<file path="src/rtl/sdram_init_pkg.sv">
package sdram_init_pkg;

  // Command codes on {cs_n, ras_n, cas_n, we_n}
  typedef enum logic [3:0] {
    CMD_DESELECT  = 4'b1111,
    CMD_NOP       = 4'b0111,
    CMD_PRECHARGE = 4'b0010,
    CMD_REFRESH   = 4'b0001,
    CMD_LOAD_MODE = 4'b0000
  } sdram_cmd_e;

  typedef enum logic [3:0] {
    ST_POWER_WAIT,
    ST_PRECHARGE,
    ST_PRE_GAP,
    ST_REFRESH_A,
    ST_REFRESH_A_GAP,
    ST_REFRESH_B,
    ST_REFRESH_B_GAP,
    ST_LOAD_MODE,
    ST_MODE_GAP,
    ST_READY
  } init_state_e;

  // Clock cycles in a microsecond-scale wait
  function automatic int unsigned power_wait_cycles(int unsigned wait_us, int unsigned clk_mhz);
    return wait_us * clk_mhz;
  endfunction

  // Issue-to-issue distance, never below two cycles
  function automatic int unsigned clamp_gap(int unsigned cycles);
    return (cycles < 2) ? 2 : cycles;
  endfunction

  // Nanoseconds to clock cycles, rounded up, then clamped
  function automatic int unsigned ns_gap_cycles(int unsigned t_ns, int unsigned clk_mhz);
    return clamp_gap((t_ns * clk_mhz + 999) / 1000);
  endfunction

  function automatic int unsigned max2(int unsigned a, int unsigned b);
    return (a > b) ? a : b;
  endfunction

endpackage

</file>
<file path="src/rtl/sdram_init_timer.sv">
module sdram_init_timer #(
  parameter int unsigned CW    = 16,
  parameter int unsigned START = 0
) (
  input  logic          clk,
  input  logic          rst_n,
  input  logic          load,
  input  logic [CW-1:0] load_val,
  output logic [CW-1:0] count,
  output logic          expired
);

  always_ff @(posedge clk or negedge rst_n) begin
    if (!rst_n)            count <= CW'(START);
    else if (load)         count <= load_val;
    else if (count != '0)  count <= count - 1'b1;
  end

  assign expired = (count == '0);

endmodule

</file>
<file path="src/rtl/sdram_init_fsm.sv">
module sdram_init_fsm
  import sdram_init_pkg::*;
#(
  parameter int unsigned CW      = 16,
  parameter int unsigned TRP_LD  = 2,
  parameter int unsigned TRFC_LD = 12,
  parameter int unsigned TMRD_LD = 0
) (
  input  logic          clk,
  input  logic          rst_n,
  input  logic          expired,
  output init_state_e   state,
  output logic          load,
  output logic [CW-1:0] load_val
);

  init_state_e nxt;

  always_comb begin
    nxt      = state;
    load     = 1'b0;
    load_val = '0;
    unique case (state)
      ST_POWER_WAIT:    if (expired) nxt = ST_PRECHARGE;
      ST_PRECHARGE: begin
        nxt = ST_PRE_GAP;       load = 1'b1; load_val = CW'(TRP_LD);
      end
      ST_PRE_GAP:       if (expired) nxt = ST_REFRESH_A;
      ST_REFRESH_A: begin
        nxt = ST_REFRESH_A_GAP; load = 1'b1; load_val = CW'(TRFC_LD);
      end
      ST_REFRESH_A_GAP: if (expired) nxt = ST_REFRESH_B;
      ST_REFRESH_B: begin
        nxt = ST_REFRESH_B_GAP; load = 1'b1; load_val = CW'(TRFC_LD);
      end
      ST_REFRESH_B_GAP: if (expired) nxt = ST_LOAD_MODE;
      ST_LOAD_MODE: begin
        nxt = ST_MODE_GAP;      load = 1'b1; load_val = CW'(TMRD_LD);
      end
      ST_MODE_GAP:      if (expired) nxt = ST_READY;
      ST_READY:         nxt = ST_READY;
      default:          nxt = ST_POWER_WAIT;
    endcase
  end

  always_ff @(posedge clk or negedge rst_n) begin
    if (!rst_n) state <= ST_POWER_WAIT;
    else        state <= nxt;
  end

endmodule

</file>
<file path="src/rtl/sdram_init_drive.sv">
module sdram_init_drive
  import sdram_init_pkg::*;
#(
  parameter int unsigned CW       = 16,
  parameter int unsigned ADDR_W   = 12,
  parameter int unsigned BANK_W   = 2,
  parameter int unsigned NOP_TAIL = 4
) (
  input  init_state_e       state,
  input  logic [CW-1:0]     count,
  input  logic [ADDR_W-1:0] mode_word,
  output sdram_cmd_e        cmd,
  output logic [ADDR_W-1:0] addr,
  output logic [BANK_W-1:0] ba,
  output logic              wait_tail
);

  localparam int unsigned ALL_BANK_BIT = 10;

  assign wait_tail = (state == ST_POWER_WAIT) && (count < CW'(NOP_TAIL));
  assign ba        = '0;

  always_comb begin
    addr = '0;
    unique case (state)
      ST_POWER_WAIT: cmd = wait_tail ? CMD_NOP : CMD_DESELECT;
      ST_PRECHARGE: begin
        cmd = CMD_PRECHARGE;
        addr[ALL_BANK_BIT] = 1'b1;
      end
      ST_REFRESH_A,
      ST_REFRESH_B:  cmd = CMD_REFRESH;
      ST_LOAD_MODE: begin
        cmd  = CMD_LOAD_MODE;
        addr = mode_word;
      end
      default:       cmd = CMD_NOP;
    endcase
  end

endmodule

</file>
<file path="src/rtl/sdram_init_seq.sv">
module sdram_init_seq
  import sdram_init_pkg::*;
#(
  parameter int unsigned CLK_MHZ       = 200,
  parameter int unsigned POWER_WAIT_US = 100,
  parameter int unsigned TRP_NS        = 20,
  parameter int unsigned TRFC_NS       = 70,
  parameter int unsigned TMRD_CLK      = 2,
  parameter int unsigned NOP_TAIL      = 4,
  parameter int unsigned ADDR_W        = 12,
  parameter int unsigned BANK_W        = 2
) (
  input  logic              clk,
  input  logic              rst_n,
  input  logic [ADDR_W-1:0] mode_word,
  output logic              cs_n,
  output logic              ras_n,
  output logic              cas_n,
  output logic              we_n,
  output logic [ADDR_W-1:0] addr,
  output logic [BANK_W-1:0] ba,
  output logic              ready
);

  localparam int unsigned WAIT_CYC = power_wait_cycles(POWER_WAIT_US, CLK_MHZ);
  localparam int unsigned TRP_CYC  = ns_gap_cycles(TRP_NS, CLK_MHZ);
  localparam int unsigned TRFC_CYC = ns_gap_cycles(TRFC_NS, CLK_MHZ);
  localparam int unsigned TMRD_CYC = clamp_gap(TMRD_CLK);
  localparam int unsigned MAX_CYC  = max2(max2(WAIT_CYC, TRP_CYC), max2(TRFC_CYC, TMRD_CYC));
  localparam int unsigned CW       = $clog2(MAX_CYC + 1);

  init_state_e   state;
  sdram_cmd_e    cmd;
  logic          tmr_load;
  logic [CW-1:0] tmr_val;
  logic [CW-1:0] tmr_count;
  logic          tmr_expired;
  logic          wait_tail;

  sdram_init_timer #(.CW(CW), .START(WAIT_CYC - 1)) u_timer (
    .clk(clk), .rst_n(rst_n), .load(tmr_load), .load_val(tmr_val),
    .count(tmr_count), .expired(tmr_expired)
  );

  sdram_init_fsm #(
    .CW(CW), .TRP_LD(TRP_CYC - 2), .TRFC_LD(TRFC_CYC - 2), .TMRD_LD(TMRD_CYC - 2)
  ) u_fsm (
    .clk(clk), .rst_n(rst_n), .expired(tmr_expired),
    .state(state), .load(tmr_load), .load_val(tmr_val)
  );

  sdram_init_drive #(
    .CW(CW), .ADDR_W(ADDR_W), .BANK_W(BANK_W), .NOP_TAIL(NOP_TAIL)
  ) u_drive (
    .state(state), .count(tmr_count), .mode_word(mode_word),
    .cmd(cmd), .addr(addr), .ba(ba), .wait_tail(wait_tail)
  );

  assign {cs_n, ras_n, cas_n, we_n} = cmd;
  assign ready = (state == ST_READY);

endmodule

</file>
<file path="config.mk">
export PLATFORM = sky130hd
export DESIGN_NAME = sdram_init_seq
export DESIGN_NICKNAME = d
export VERILOG_FILES = /design/src/rtl/sdram_init_pkg.sv /design/src/rtl/sdram_init_timer.sv /design/src/rtl/sdram_init_fsm.sv /design/src/rtl/sdram_init_drive.sv /design/src/rtl/sdram_init_seq.sv
export SDC_FILE = /design/constraint.sdc
export NUM_CORES = 1
export LEC_CHECK = 0
export ABC_AREA = 1
export BUFFER_PORTS_ARGS = -buffer_cell sky130_fd_sc_hd__buf_2
export CORE_ASPECT_RATIO = 0.7
export CORE_MARGIN = 2
export CORE_UTILIZATION = 40
export DETAILED_ROUTE_END_ITERATION = 6
export GPL_ROUTABILITY_DRIVEN = 0
export PLACE_DENSITY = 0.68
export SETUP_SLACK_MARGIN = 0.3
export SKIP_LAST_GASP = 1
export SYNTH_ARGS = -nofsm -noshare
export SYNTH_HDL_FRONTEND = slang
export SYNTH_HIERARCHICAL = 1
export SYNTH_SLANG_ARGS = --single-unit
</file>
<file path="constraint.sdc">
create_clock -name clk -period 3.6 [get_ports clk]
set_input_delay 0.18 -clock clk [delete_from_list [all_inputs] [get_ports clk]]
set_output_delay 0.18 -clock clk [all_outputs]
set_load 0.05 [all_outputs]
</file>
==> results.md <==
* Initial DRC count at 79
* CP startpoint kind: register
* HPWL after detailed placement at 2370 um
* Max Freq at 554 MHz
* Reg area at 487 um^2
* Cells on worst reg2reg path at 7
* Critical Path Source: u_fsm/state[0]
* Part of the power in registers at 56.2%
* Slowest cell delay on critical path at 480 ps
* Post-Syn Area at ~1600 um^2
* # placed instances at 315
* Critical Path Sink Type: output port
* Initial Util at just over 40%
* Total CTS buffers at 3
* Power share of the clock group at 38.3%
* Detailed Route WL at 3010 um
* Skew-Pair Late Insertion Delay at 250 ps
* CTS H-tree lvls at 1
* Largest net degree at the start of global routing at 22
* Root Driver: clkbuf_8
* Multi-input logic area at 892 um^2
* Die W at 79.9 um
* Termination of the worst setup path: we_n
* CTS resizes at 0
* Post-Layout Cell Count at 320
* Crit path cell chain: nand2_1 -> inv_1 -> nand2_2 -> and2_2 -> buf_2
* Share of layout cells above drive strength 1 at 28.0%
* Worst VDD drop at 0.269 mV
* Final ANT Viol Nets at 0
* Avg Cell Area, Syn at just under 7 um^2
* Core area at 3900 um^2
* Vias/cell at 4.23
* Area growth syn-to-layout at 11.3%
* Final Hold Viols at 0
* First-pass GRT wire length at 5110 um
* Max-cap violations at 0
* CTS tree: done
* Data arrival, critical path at ~1600 ps
* DRC at 0
* Place WS at 2050 ps
* Initial antenna violation count at 0
* Internal power at 299 uW
* Final worst setup slack at 1790 ps
* Setup TNS Final at 0 ps
* Metal2 WL at about 1200 um
* Wire length per cell at around 9.4 um
* Hold Slack at 392 ps
* Via count at 1352
* Setup Fix Bufs, Post-CTS at 0
* Die height at 57.1 um
* Ys Warns at 6
* GRT Total Usage at 13.8%
* M1 wire length at 1620 um
* Critical path peak fanout at 12
* Worst R2R Setup Slack at 2040 ps
* Worst-path clk slew at 70 ps
* Endpoints failing setup at 0
* Final Max Tran Viols at 0
* IO Count at 33
* RSZ-0062 raised after global routing: no
* Longest Clk Path Bufs at 2
* Slowest cell on the critical path: dfrtp_1
* Capturing point of the worst reg2reg path: u_timer/count[0]
* Die Area at 4560 um^2
* Final net count at 284
* Critical Path RT at 3420 ps
* Static Leak at 0.000953 uW
* Power per Cell Area at 212 nW/um^2
* Comb power frac at 5.5%
* Fillers at 410
* Reg2reg start: u_fsm/state[3]
* Cells after synthesis at 239
* GRT overflow at 0
* Hold Crit Class: input port to async pin
* Outcome: complete, no violations
* Minimum clock period at 1810 ps
* Number of port buffers at 30
* Max Clock Skew at 2.63 ps
* Metal3 WL at 163 um
* Crit Path Class: register to output port
* Fin crit share at 50.1%
* N_diodes at 0
* Highest Signal Layer: met3
* Row count at 19
* Drt pass-1 iters at 4
* Final Core Density at a little under half
* Sw Pwr at 81.5 uW
* Switching share of total power at 21.4%
* CTS sink count at 19
* Vias in the first global route at 1145
* Hold Buf Count CTS at 1
worst min-delay path by stage:
stage           from                 to  slack [ps]  cells after the start
3_5_place_dp   rst_n  u_timer/count[13]         150                      1
5_1_grt        rst_n  u_timer/count[13]         460                      2
6_report       rst_n  u_timer/count[12]         390                      2
4_1_cts        rst_n  u_timer/count[13]         410                      2
2_1_floorplan  rst_n     u_fsm/state[0]        -120                      0
3_3_place_gp   rst_n  u_timer/count[12]         140                      1
layout by cell type, fill, tap and decap left out:
cell type       n
xor2_1          2
o22ai_1         1
inv_1          35
dfstp_2         9
nand2_1        65
nand4_4         1
nor2_8          1
nand3_2         2
clkbuf_1        1
nand3_1        13
nor2_2         13
nand2_2         3
and2_2          1
a21oi_1         1
xnor2_1         5
nand3b_1        1
dfrtp_1        10
buf_2          30
a211o_2         1
nor3_2          1
o21ai_1         7
dlygate4sd3_1   1
ha_1            1
nor2_1         27
inv_2           4
conb_1         14
o21ai_0         9
clkbuf_8        3
nand2_4         2
nor2_4          4
worst max-delay path, delay by kind of cell (launching register included):
family                 cells  cell delay (ps)
buffers and inverters      2              320
flip-flops                 1              480
AND/OR/NAND/NOR            3              570
layout make-up:
type                    instances  share of cell area (%)
multi-input cells             175                    49.7
flip-flops and latches         19                    27.1
repair buffers                 31                    8.92
inverters                      39                    8.15
well taps                      52                    3.62
clock buffers                   4                    2.51
power groups by stage:
stage | Clock [uW] | Sequential [uW] | Combinational (uW)
after global routing | 160 | 214 | 24.3
after global placement | 0 | 218 | 20.1
after CTS | 153 | 214 | 21.3
after detailed placement | 0 | 218 | 20.4
final | 146 | 214 | 20.8
after floorplan | 0 | 218 | 20.4
routing by layer:
| metal | vias to the layer above | global-route usage (%) |
|---|---|---|
| met5 | - | 0 |
| li1 | 753 | - |
| met2 | 30 | 21.4 |
| met4 | 0 | 1.45 |
| met1 | 569 | 20.6 |
| met3 | 0 | 3.01 |
state kept, by name, summed over array words and instances, names as in the netlist:
name	flops
u_timer/count	15
u_fsm/state	4
per-stage QoR:
stage	total power, uW	cell area (um^2)
floorplan	238	1660
global placement	238	1740
detailed placement	238	1740
CTS	388	1800
global route	398	1800
finish	381	1800
Note: power is estimated with default switching activity, not from simulation.
